## src/rtl/smon_pkg.sv

```systemverilog
package smon_pkg;

  typedef struct packed {
    logic [1:0] sel;
    logic       fte;
    logic       tmoe;
    logic       ext;
    logic       busy;
    logic       inh;
    logic       en;
  } cfg_t;

  localparam int NSRC = 4;

  function automatic logic tick_pick(input logic [1:0] sel, input logic [NSRC-1:0] ticks);
    return ticks[sel];
  endfunction

endpackage

```

## src/rtl/smon_sync.sv

```systemverilog
module smon_sync #(
  parameter int LINES  = 2,
  parameter int STAGES = 2
) (
  input  logic             clk,
  input  logic             rst_n,
  input  logic [LINES-1:0] raw,
  output logic [LINES-1:0] synced
);
  for (genvar g = 0; g < LINES; g++) begin : g_line
    logic [STAGES-1:0] chain;
    always_ff @(posedge clk or negedge rst_n) begin
      if (!rst_n) chain <= '1;
      else        chain <= {chain[STAGES-2:0], raw[g]};
    end
    assign synced[g] = chain[STAGES-1];
  end
endmodule

```

## src/rtl/smon_cond.sv

```systemverilog
module smon_cond #(
  parameter int FREE_TICKS = 10
) (
  input  logic clk,
  input  logic rst_n,
  input  logic en,
  input  logic fte,
  input  logic tick,
  input  logic scl,
  input  logic sda,
  output logic start_det,
  output logic stop_det,
  output logic bus_busy,
  output logic bus_free
);
  localparam int LIM = FREE_TICKS + 1;
  localparam int FW  = $clog2(LIM + 1);
  localparam logic [FW-1:0] LIM_V = FW'(LIM);

  logic scl_p, sda_p;
  logic [FW-1:0] fcnt;
  logic idle, free_hit;

  always_ff @(posedge clk or negedge rst_n) begin
    if (!rst_n) begin
      scl_p <= 1'b1;
      sda_p <= 1'b1;
    end else begin
      scl_p <= scl;
      sda_p <= sda;
    end
  end

  assign start_det = en && scl && scl_p && sda_p && !sda;
  assign stop_det  = en && scl && scl_p && !sda_p && sda;
  assign idle      = en && fte && scl && sda;
  assign free_hit  = idle && tick && (fcnt == LIM_V - 1'b1);

  always_ff @(posedge clk or negedge rst_n) begin
    if (!rst_n)                      fcnt <= '0;
    else if (!idle)                  fcnt <= '0;
    else if (tick && fcnt != LIM_V)  fcnt <= fcnt + 1'b1;
  end

  assign bus_free = (fcnt == LIM_V);

  always_ff @(posedge clk or negedge rst_n) begin
    if (!rst_n)                     bus_busy <= 1'b0;
    else if (!en)                   bus_busy <= 1'b0;
    else if (start_det)             bus_busy <= 1'b1;
    else if (stop_det || free_hit)  bus_busy <= 1'b0;
  end

  p_start_busy_r3: assert property (@(posedge clk) disable iff (!rst_n)
    start_det |=> bus_busy);
  p_stop_idle_r4: assert property (@(posedge clk) disable iff (!rst_n)
    stop_det |=> !bus_busy);
  p_free_lines_r5: assert property (@(posedge clk) disable iff (!rst_n)
    bus_free |-> $past(scl && sda));
  p_free_notbusy_r5: assert property (@(posedge clk) disable iff (!rst_n)
    $rose(bus_free) |-> !bus_busy);
  p_off_quiet_r7: assert property (@(posedge clk) disable iff (!rst_n)
    !en |=> !bus_busy);
endmodule

```

## src/rtl/smon_tmo.sv

```systemverilog
module smon_tmo #(
  parameter int CNT_W = 16
) (
  input  logic             clk,
  input  logic             rst_n,
  input  logic             run,
  input  logic             scl,
  input  logic             split,
  input  logic [CNT_W-1:0] reload,
  input  logic             clr,
  output logic             irq
);
  localparam int H = CNT_W / 2;

  function automatic logic [CNT_W:0] tmo_step(input logic [CNT_W-1:0] c,
                                                input logic [CNT_W-1:0] r,
                                                input logic sp, input logic hi);
    logic [CNT_W-H-1:0] uh;
    logic [H-1:0] ul;
    logic o;
    if (!sp) begin
      if (hi)      return {1'b0, r};
      else if (&c) return {1'b1, r};
      else         return {1'b0, c + 1'b1};
    end
    ul = (&c[H-1:0]) ? r[H-1:0] : c[H-1:0] + 1'b1;
    o  = 1'b0;
    if (hi)                  uh = r[CNT_W-1:H];
    else if (&c[CNT_W-1:H]) begin uh = r[CNT_W-1:H]; o = 1'b1; end
    else                     uh = c[CNT_W-1:H] + 1'b1;
    return {o, uh, ul};
  endfunction

  logic [CNT_W-1:0] cnt;
  logic [CNT_W:0]   nxt;
  logic             ovf;

  assign nxt = tmo_step(cnt, reload, split, scl);
  assign ovf = run && nxt[CNT_W];

  always_ff @(posedge clk or negedge rst_n) begin
    if (!rst_n)    cnt <= '0;
    else if (!run) cnt <= reload;
    else           cnt <= nxt[CNT_W-1:0];
  end

  always_ff @(posedge clk or negedge rst_n) begin
    if (!rst_n)   irq <= 1'b0;
    else if (clr) irq <= 1'b0;
    else if (ovf) irq <= 1'b1;
  end

  p_hold_r8: assert property (@(posedge clk) disable iff (!rst_n)
    (run && scl && !split) |=> (cnt == $past(reload)));
  p_split_hold_r9: assert property (@(posedge clk) disable iff (!rst_n)
    (run && scl && split) |=> (cnt[CNT_W-1:H] == $past(reload[CNT_W-1:H])));
  p_clr_wins_r10: assert property (@(posedge clk) disable iff (!rst_n)
    clr |=> !irq);
  p_sticky_r10: assert property (@(posedge clk) disable iff (!rst_n)
    (irq && !clr) |=> irq);
  p_idle_r7: assert property (@(posedge clk) disable iff (!rst_n)
    (!run && !irq) |=> !irq);
endmodule

```

## src/rtl/smbus_line_monitor.sv

```systemverilog
module smbus_line_monitor
  import smon_pkg::*;
#(
  parameter int CNT_W       = 16,
  parameter int FREE_TICKS  = 10,
  parameter int SYNC_STAGES = 2
) (
  input  logic             clk,
  input  logic             rst_n,
  input  logic             scl_in,
  input  logic             sda_in,
  input  logic             tick_t0,
  input  logic             tick_t1,
  input  logic             tick_t2h,
  input  logic             tick_t2l,
  input  logic             cfg_wr,
  input  logic [7:0]       cfg_wdata,
  output logic [7:0]       cfg_rdata,
  input  logic [CNT_W-1:0] tmo_reload,
  input  logic             tmo_split,
  input  logic             tmo_clr,
  output logic             tmo_irq,
  input  logic             slv_evt,
  input  logic             mst_evt,
  output logic             slv_irq,
  output logic             mst_irq,
  output logic             start_det,
  output logic             stop_det,
  output logic             bus_busy,
  output logic             bus_free,
  output logic             ext_hold
);
  cfg_t cfg_q, cfg_w;
  logic [1:0] lines_s;
  logic scl_s, sda_s, tick_sel;
  logic cfg_ro_unused;

  assign cfg_w         = cfg_t'(cfg_wdata);
  assign cfg_ro_unused = cfg_w.busy;

  always_ff @(posedge clk or negedge rst_n) begin
    if (!rst_n) cfg_q <= '0;
    else if (cfg_wr) begin
      cfg_q      <= cfg_w;
      cfg_q.busy <= 1'b0;
    end
  end

  smon_sync #(.LINES(2), .STAGES(SYNC_STAGES)) u_sync (
    .clk(clk), .rst_n(rst_n), .raw({scl_in, sda_in}), .synced(lines_s));
  assign scl_s = lines_s[1];
  assign sda_s = lines_s[0];

  assign tick_sel = tick_pick(cfg_q.sel, {tick_t2l, tick_t2h, tick_t1, tick_t0});

  smon_cond #(.FREE_TICKS(FREE_TICKS)) u_cond (
    .clk(clk), .rst_n(rst_n), .en(cfg_q.en), .fte(cfg_q.fte), .tick(tick_sel),
    .scl(scl_s), .sda(sda_s), .start_det(start_det), .stop_det(stop_det),
    .bus_busy(bus_busy), .bus_free(bus_free));

  smon_tmo #(.CNT_W(CNT_W)) u_tmo (
    .clk(clk), .rst_n(rst_n), .run(cfg_q.en && cfg_q.tmoe), .scl(scl_s),
    .split(tmo_split), .reload(tmo_reload), .clr(tmo_clr), .irq(tmo_irq));

  assign slv_irq  = slv_evt && !cfg_q.inh;
  assign mst_irq  = mst_evt;
  assign ext_hold = cfg_q.ext;

  always_comb begin
    cfg_rdata    = cfg_q;
    cfg_rdata[2] = bus_busy;
  end

  p_events_exclusive_r4: assert property (@(posedge clk) disable iff (!rst_n)
    !(start_det && stop_det));
  p_inhibit_r11: assert property (@(posedge clk) disable iff (!rst_n)
    (cfg_q.inh && slv_evt) |-> !slv_irq);
endmodule

```

## config.mk

```make
export PLATFORM = sky130hd
export DESIGN_NAME = smbus_line_monitor
export DESIGN_NICKNAME = d
export VERILOG_FILES = /design/src/rtl/smon_pkg.sv /design/src/rtl/smon_sync.sv /design/src/rtl/smon_cond.sv /design/src/rtl/smon_tmo.sv /design/src/rtl/smbus_line_monitor.sv
export SDC_FILE = /design/constraint.sdc
export NUM_CORES = 1
export LEC_CHECK = 0
export ABC_AREA = 1
export BUFFER_PORTS_ARGS = -buffer_cell sky130_fd_sc_hd__buf_4
export CAP_MARGIN = 20
export CORE_ASPECT_RATIO = 1.5
export CORE_MARGIN = 2
export CORE_UTILIZATION = 54
export DETAILED_ROUTE_END_ITERATION = 7
export GPL_ROUTABILITY_DRIVEN = 0
export PLACE_DENSITY = 0.8
export SETUP_SLACK_MARGIN = 0.2
export SYNTH_ARGS = -nofsm -noshare
export SYNTH_HDL_FRONTEND = slang
export SYNTH_SLANG_ARGS = --single-unit
```

## constraint.sdc

```tcl
create_clock -name clk -period 2 [get_ports clk]
set_clock_uncertainty 0.05 [all_clocks]
set_input_delay 0.4 -clock clk [delete_from_list [all_inputs] [get_ports clk]]
set_output_delay 0.4 -clock clk [all_outputs]
set_load 0.005 [all_outputs]
```

Yosys cells after proc, flatten, opt, wreduce, memory -nomap -nowiden:

Cells that the tools add are included.

* bits in registers: 35
* bits of input ports: 37
* output and inout bits: 16
* word-level logic and storage cells: 65

* add/sub/neg operators: 4
* magnitude comparators: 1
* equal/unequal tests: 5
* muxes and demuxes: 18
* reductions and logical operators: 23

Operators with widths (number)
* 2-to-1 mux 17 bit: 3
* 2-to-1 mux 8 bit: 3
* adder 16 x 1 -> 16 bit, second input constant: 1
* adder 8 x 1 -> 8 bit, second input constant: 2
* 2-to-1 mux 16 bit: 1
* AND reduction 16 bit: 1
* AND reduction 8 bit: 2
* logical AND 1 bit: 15
* == test 4 bit, second input constant: 2
* 2-to-1 mux 1 bit: 8
* 2-to-1 mux 4 bit: 2
* adder 4 x 1 -> 4 bit, second input constant: 1
* inequality test 4 bit, second input constant: 1
* zero test 1 bit: 3
* < comparator 2 x 3 -> 1 bit, second input constant: 1
* inequality test 3 x 2 -> 1 bit, second input constant: 1
* binary-select mux 1 bit (select 2 bit): 1
* inequality test 2 bit, second input constant: 1
* nonzero test 2 bit: 1
* logical OR 1 bit: 1

Depth between registers and ports, before layout:

Gate-level depths: netlist of the first run.

* depth after elaboration: 9
* depth in mapped cells: 12
* gate-level depth less buffers: 12

Modules after synthesis:

From an unflattened synthesis of the first run, not the netlist that was laid out.

* cells, all modules: 327
* area, all modules: 2324.7 µm²

Modules (own cells, without submodules)
* smon_tmo: instances 1, cells an instance 222, area an instance 1418.9 µm², sequential area each 425.4 µm²
* smon_cond: instances 1, cells an instance 52, area an instance 419.2 µm², sequential area each 177.7 µm²
* smbus_line_monitor: instances 1, cells an instance 47, area an instance 366.6 µm², sequential area each 175.2 µm²
* smon_sync: instances 1, cells an instance 6, area an instance 120.1 µm², sequential area each 105.1 µm²

Least setup slack after synthesis of the first run:

OpenSTA, ideal clock, no wires.

* path kind: register to register
* start: register u_tmo.cnt[0]
* end: register u_tmo.cnt[15]
* library setup time: 0.122 ns
* data arrival time: 1.389 ns
* required time: 1.828 ns
* path slack: 0.439 ns
* cell stages (with the launch flop): 10
* path buffers: 0
* clock period less this slack: 1.561 ns
* cell sequence: dfrtp_1 -> ha_1 -> nand2_2 -> nor2_4 -> nand2_2 -> nand2_4 -> o21ai_0 -> nor2_1 -> nor2_1 -> a21oi_1

* longest elaborated chain between the ends: 5
* elaborated cells on any way between the ends: 6
* those cells by class: add/sub: 1; mux: 4; reduce/logical: 1

RTL lines
* from (decl): RTL line smon_tmo.sv:34 `logic [CNT_W-1:0] cnt;`
* from (signal assigned): RTL line smon_tmo.sv:43 `else if (!run) cnt <= reload;`
* from (signal assigned): RTL line smon_tmo.sv:44 `else cnt <= nxt[CNT_W-1:0];`
* adder 16 x 1 -> 16 bit / AND reduction 16 bit (equally long branches): RTL line smon_tmo.sv:24, smon_tmo.sv:23
* 2-to-1 mux 17 bit *: RTL line smon_tmo.sv:23 `else if (&c) return {1'b1, r};`
* 2-to-1 mux 17 bit *: RTL line smon_tmo.sv:22 `if (hi) return {1'b0, r};`
* 2-to-1 mux 17 bit *: RTL line smon_tmo.sv:26 `ul = (&c[H-1:0]) ? r[H-1:0] : c[H-1:0] + 1'b1;`
* 2-to-1 mux 16 bit *: RTL line smon_tmo.sv:43

Every way passes the cells marked *; elsewhere a longest branch is shown, timed or not.
A chain may end at the register's enable or synchronous reset.

Final worst setup path of the first run:

* start: register u_tmo.cnt[8]
* end: register u_tmo.cnt[5]

* longest elaborated chain between the ends: 5

RTL lines (RTL line)
* AND reduction 16 bit: smon_tmo.sv:23
* 2-to-1 mux 17 bit: smon_tmo.sv:23
* 2-to-1 mux 17 bit: smon_tmo.sv:22
* 2-to-1 mux 17 bit: smon_tmo.sv:26
* 2-to-1 mux 16 bit: smon_tmo.sv:43

Every way passes these cells.

==> results of run 1 <==
[registers in the layout (all words and copies together), names as in the netlist, 4 cells and up]
| signal | flops |
|---|---|
| u_tmo.cnt | 16 |
| cfg_rdata | 6 |
| u_sync.g_line.chain | 4 |
| u_cond.fcnt | 4 |
[report_power, final]
| part | internal, µW | total, µW | switching (µW) |
|---|---|---|---|
| combinational | 183 | 398 | 215 |
| clock | 313 | 581 | 268 |
| sequential | 770 | 828 | 57.8 |
| total | 1270 | 1810 | 540 |
[cell type report]
| type | instances | share of cell area [%] |
|---|---|---|
| Tap cell | 45 | 2.01 |
| Clock inverter | 1 | 0.268 |
| Sequential cell | 35 | 31.6 |
| Inverter | 40 | 5.46 |
| Clock buffer | 7 | 3.45 |
| Multi-Input combinational cell | 219 | 42.2 |
| Timing Repair Buffer | 56 | 15.0 |
[worst register-to-register path: stages (launching register included)]
cell     delay, ns
dfrtp_1       0.44
ha_2          0.23
inv_1         0.08
nor2_2        0.14
nand2_2       0.08
nand2_4       0.11
nand3_4       0.11
nand2_8       0.12
inv_4         0.06
nand2_8       0.10
nand2_4       0.05
nand2_1       0.05
inv_1         0.04
[cells in the mapped netlist (3+ instances only)]
cell,n,area share [%]
nor2_1,29,4.9
a21oi_1,6,1.3
o21ai_2,3,1.2
nand2_4,4,2.0
xor2_1,7,2.7
mux2_2,4,2.0
inv_1,38,6.4
nand2_2,6,1.7
ha_1,5,2.8
dfrtp_1,29,32
o21ai_0,17,3.8
buf_4,5,1.7
dfstp_2,6,7.0
o21ai_1,3,0.67
nor3_1,3,0.67
nand2_1,87,15
nand3_1,27,6.0
xnor2_1,4,1.6
[per-layer routing]
layer | track usage [%] | vias up | routed length, µm
li1 | - | 1056 | -
met1 | 23.2 | 946 | 1900
met2 | 41.4 | 50 | 2740
met3 | 4.05 | 14 | 230
met4 | 9.31 | 0 | 151
met5 | 0 | - | 0
[cells by family (layout without fill, tap and decap cells)]
kind of cell	count (synthesis)	after routing	share of synthesized area [%]
mux	4	4	2.01
simple gates	167	167	34.5
compound gates	32	32	7.92
fa+ha+maj	5	5	2.79
flops	35	35	39.4
buf+inv	48	104	9.04
xor+xnor	11	11	4.30
[through the flow]
stage,util (%),cell area (µm²)
after global routing,70.6,2800
after CTS,68.9,2730
after floorplan,-,2240
final,70.6,2800
after detailed placement,66.3,2620
after global placement,66.3,2620
[path summary, 6_finish.rpt]
| kind | end | slack (ns) | depth (start not counted) |
|---|---|---|---|
| min reg2reg | u_sync.g_line[1].chain[1] | 0.31 | 0 |
| min | u_cond.bus_busy | -0.002 | 1 |
| max reg2reg | u_tmo.cnt[5] | 0.24 | 12 |
| max | u_tmo.cnt[5] | 0.24 | 12 |
| min in group clk | u_sync.g_line[1].chain[0] | 0.16 | 1 |
| max in group asynchronous | u_cond.scl_p | 1.56 | 1 |
[repair_timing]
action,in CTS,in global routing
setup buffers,0,6
resized for setup,1,7
pin swaps,0,2
endpoints found under the setup margin,2,16
==> metrics.csv, run 1 <==
stage,metric,value,unit
synth,synth_cells,302,
clock_network,cts-root-to-sink-buffers,2,
cells_and_area,finalNetCount,399,
floorplan,die_w,56.6,µm
timing,final.hold.worst_slack,-0.00156,ns
floorplan,coreArea,3960,µm²
clock_network,tritoncts,done,
cells_and_area,layout_commonest_cell,nand2_1,
setup_path,timing.critical_path.required,2.13,ns
timing,finalCritPeriodShare,87.9,%
power,leakage,0.00147,µW
cells_and_area,antenna_cells_inserted,0,
timing,setup_viol,0,
floorplan,placement_rows,28,
timing,final_hold_viol_count,6,
status,outcome,"complete, but fails checks",
power,ir_drop,0.000484,V
setup_path,worstSetupPathType,register to register,
synth,synth-seq-area-share,39.4,%
clock_network,clock_sink_count,35,
clock_network,cts_made_buffers,5,
cells_and_area,layout.cells.most_common_list,"nand2_1 (86), buf_4 (56), inv_1 (37)",
setup_path,critical_path.max_stage_delay,0.44,ns
setup_path,critical_path.cell_chain,ha_2 > inv_1 > nor2_2 > nand2_2 > nand2_4 > nand3_4 > nand2_8 > inv_4 > nand2_8 > nand2_4 > nand2_1 > inv_1,
timing,worst_slew_pin_slew,0.448,ns
drt,routed_wirelength,5.02,mm
placed_design,place.detailed.hpwl,3.74,mm
synth,synth_enable_flop_cells,0,
cells_and_area,multiInputGateArea,1180,µm²
drt,dr_total_vias,2066,
setup_path,worst_path_max_delay_cell,dfrtp_1,
setup_path,count_of_buffer_and_inverter_cells_on_the_critical_path,3,
grt,global_route_wire_length_before_repair,8.33,mm
setup_path,cp_top_family,simple AND/OR/NAND/NOR gates,
setup_path,startpoint,u_tmo.cnt[8],
placed_design,io_buffers,49,
setup_path,startpoint_type,register,
timing,fin_crit,1.76,ns
placed_design,placedCellCount,389,
clock_network,clkSlewWorstSetupHoldPaths,0.08,ns
synth,synth_cell_type_count,33,
power,power.density,646,nW/µm²
placed_design,place_ws,0.200,ns
synth,postSynth.asyncResetShare,100,%
grt,grt_pass1_vias,2013,
cells_and_area,final_cells,403,
floorplan,die_h,82.9,µm
power,report.power.total,1810,µW
status,failed_checks,hold timing,
cells_and_area,syn2layout_area_growth,24.7,%
clock_network,htreeDepth,2,
cells_and_area,sequential_cell_area_in_the_final_layout,883,µm²
drt,detail_route.drc_violations,0,
floorplan,dieArea,4690,µm²
synth,syn_nets,344,
synth,synth-seq-cells,35,
clock_network,hold_buffers,0,
grt,largest_net_degree_at_the_start_of_global_routing,36,
synth,synth.avg_cell_area,7.42,µm²
grt,grt_overflow_total,0,
drt,drt-pass1-iter-count,4,
floorplan,floorplan.io_pins,53,
timing,fmax,569,MHz
timing,final_critical_path_setup_slack,0.242,ns
clock_network,clk-insertion-delay-late,0.29,ns
run,max_cap_viol_count,0,
drt,drtIter0Drc,47,
timing,timing.slew.headroom,70.1,%
drt,routedWlPerCell,12.5,µm
synth,yosys_warnings,0,
timing,unrepaired_setup_endpoints_after_global_routing,yes,
cells_and_area,layout.filler_cells,333,
drt,routed_via_density,5.13,
synth,synthesis.area,2240,µm²
synth,ys_dominant_reg_cell,dfrtp_1,
timing,setup_tns,0,ns
clock_network,ctsRootBufferMaster,clkbuf_8,
cells_and_area,drive_gt1_share,28.2,%
grt,grtUsageTotal,22.1,%
worst_hold_path,hold_class,input pin to async pin,
setup_path,rr_startpoint,u_tmo.cnt[8],
timing,final_max_slew_viol_count,0,
setup_path,critical_path_arrival,1.89,ns
drt,drtAntennaViolNets,0,
setup_path,worst_setup_path_end_kind,register,
floorplan,floorplan.initialDensity,56.6,%
grt,antenna_found_initial,0,
setup_path,worst-path-max-fanout,10,
No activity file was read; power rests on OpenSTA's default activity.
==> run 2, diff against run 1 <==
- ABC_AREA: 1 -> 0
- CORE_UTILIZATION: 54 -> 52
- PLACE_DENSITY: 0.8 -> 0.79
==> run 2 against run 1 <==
Net effect:
- the flow still finishes with violations (hold timing)
- synthesized area shrank 12%
- fmax shrank 1.5%
- worst setup slack worse by 0.027 ns
- combinational power fell by 12%
- register-to-register slack is essentially flat
- global-route usage increased by 0.86 points
- via count decreased by 20%
==> metrics.csv, run 2 <==
stage,metric,value,unit
status,outcome,"complete, but fails checks",
status,failed_checks,hold timing,
grt,grt_overflow_total,0,
cells_and_area,drive_gt1_share,43.4,%
setup_path,cp_top_family,flip-flops,
setup_path,worstSetupPathType,register to output pin,
synth,synth-seq-cells,35,
timing,setup_viol,0,
synth,synth_largest_type_area_fraction,36.9,%
setup_path,critical_path_arrival,1.33,ns
synth,synth.most_common_cell,dfrtp_1,
synth,syn_nets,233,
floorplan,floorplan.io_pins,53,
drt,detail_route.drc_violations,0,
clock_network,cts-root-to-sink-buffers,2,
drt,dr_total_vias,1659,
timing,fin_crit,1.78,ns
drt,routed_via_density,5.78,
grt,largest_net_degree_at_the_start_of_global_routing,36,
cells_and_area,largest-register,u_tmo.cnt,
grt,groute.layer.met2.usage,38.9,%
grt,grtUsageTotal,23.0,%
synth,yosys_warnings,0,
run,max_cap_viol_count,0,
setup_path,worst_setup_path_end_kind,output pin,
drt,routed_wirelength,4.56,mm
floorplan,coreArea,3650,µm²
synth,synth.avg_cell_area,10.3,µm²
power,leakage,0.00114,µW
worst_hold_path,hold_class,input pin to async pin,
grt,grt_pass1_vias,1618,
timing,final_hold_viol_count,23,
grt,global_route_wire_length_before_repair,7.20,mm
setup_path,timing.critical_path.required,1.55,ns
cells_and_area,antenna_cells_inserted,0,
clock_network,ctsRootBufferMaster,clkbuf_8,
setup_path,worst-path-max-fanout,3,
drt,routedWlPerCell,15.9,µm
clock_network,clk-insertion-delay-late,0.30,ns
clock_network,tritoncts,done,
timing,final_max_slew_viol_count,0,
drt,drtIter0Drc,38,
setup_path,critical_path.max_stage_delay,0.58,ns
floorplan,die_w,54.2,µm
synth,synth_cells,191,
grt,grt.met3_usage,5.45,%
cells_and_area,largest_register_ff_count,16,
setup_path,worst_path_max_delay_cell,dfstp_2,
cells_and_area,finalNetCount,285,
timing,unrepaired_setup_endpoints_after_global_routing,yes,
setup_path,startpoint_type,register,
grt,groute.layer.met1.usage,27.0,%
synth,synth_cell_type_count,53,
synth,synth-seq-area-share,44.9,%
synth,synth_top_cells_by_area,"dfrtp_1 (37%), dfstp_2 (8.0%), mux2_2 (4.6%)",
grt,grt.busiest_layer,met2,
clock_network,cts_made_buffers,5,
synth,netlist_top_cells_count,"dfrtp_1 (29), nand2_1 (21), o21ai_0 (13)",
power,power.density,717,nW/µm²
floorplan,die_h,79.3,µm
clock_network,htreeDepth,2,
floorplan,dieArea,4300,µm²
synth,synth_enable_flop_cells,0,
power,ir_drop,0.000622,V
cells_and_area,syn2layout_area_growth,31.6,%
cells_and_area,layout.cells.most_common_list,"buf_4 (58), dfrtp_1 (26), nand2_1 (21)",
synth,yosys.area.top_type,dfrtp_1,
floorplan,floorplan.initialDensity,53.9,%
setup_path,ff2ff_setup_slack,0.24,ns
cells_and_area,layout.filler_cells,275,
synth,ys_dominant_reg_cell,dfrtp_1,
timing,setup_tns,0,ns
setup_path,count_of_buffer_and_inverter_cells_on_the_critical_path,1,
drt,drtAntennaViolNets,0,
timing,fmax,560,MHz
timing,worst_slew_pin_slew,0.438,ns
grt,antenna_found_initial,0,
timing,finalCritPeriodShare,89.2,%
power,report.power.total,1860,µW
timing,final.hold.worst_slack,-0.0142,ns
synth,postSynth.asyncResetShare,100,%
clock_network,clock_sink_count,35,
cells_and_area,layout_commonest_cell,buf_4,
cells_and_area,final_cells,287,
placed_design,io_buffers,49,
placed_design,place.detailed.hpwl,3.08,mm
floorplan,placement_rows,27,
clock_network,hold_buffers,0,
clock_network,clkSlewWorstSetupHoldPaths,0.08,ns
timing,timing.slew.headroom,70.8,%
drt,drt-pass1-iter-count,4,
synth,synthesis.area,1970,µm²
setup_path,critical_path.cell_chain,nand3_4 > nor3b_4 > buf_4,
placed_design,placedCellCount,274,
run 2: repair_timing:
item	in CTS	in global routing
pin swaps	3	3
endpoints found under the setup margin	15	16
gates resized for setup	7	19
cloned	0	0
setup buffers	3	2
run 2: per-layer routing:
metal / vias up / wire length, µm
li1: 793 / -
met1: 810 / 1800
met2: 48 / 2460
met3: 8 / 223
met4: 0 / 77
met5: - / 0
run 2: cell families after synthesis:
group                    synth area share [%]
AO/OA/AOI/OAI                            18.6
XOR/XNOR                                 4.45
adder cells (fa/ha/maj)                  3.18
buffers and inverters                    5.28
flip-flops                               44.9
multiplexers                             6.23
AND/OR/NAND/NOR                          17.4
run 2: path summary, 6_finish.rpt:
kind,endpoint,start,cells after the start
worst max-delay path,start_det,u_sync.g_line[1].chain[1],3
worst min-delay path,u_cond.fcnt[2],rst_n,1
worst max register to register,u_tmo.cnt[4],u_tmo.cnt[13],4
worst min register to register,u_sync.g_line[0].chain[1],u_sync.g_line[0].chain[0],0
max in group asynchronous,u_sync.g_line[1].chain[0],rst_n,1
min in group clk,u_sync.g_line[0].chain[0],sda_in,1
run 2: power breakdown:
part | internal [µW] | switching [µW]
combinational | 193 | 156
clock | 377 | 287
sequential | 774 | 69.9
total | 1340 | 513
run 2: layout make-up:
cell class	count	area, µm²	area share (%)
clock inverter	3	47.5	1.84
multi-input combinational	139	1080	41.8
timing repair buffer	58	435	16.8
tap	43	53.8	2.08
inverter	4	15.0	0.580
clock buffer	5	68.8	2.66
sequential	35	887	34.3
run 2: stage by stage:
| stage | setup WS [ns] | area (µm²) | utilization, % |
|---|---|---|---|
| floorplan | 0.223 | 1970 | - |
| global placement | 0.146 | 2330 | 63.9 |
| CTS | 0.195 | 2490 | 68.4 |
| global route | 0.159 | 2590 | 71.0 |
| detailed placement | 0.0903 | 2330 | 63.9 |
| finish | 0.215 | 2590 | 71.0 |
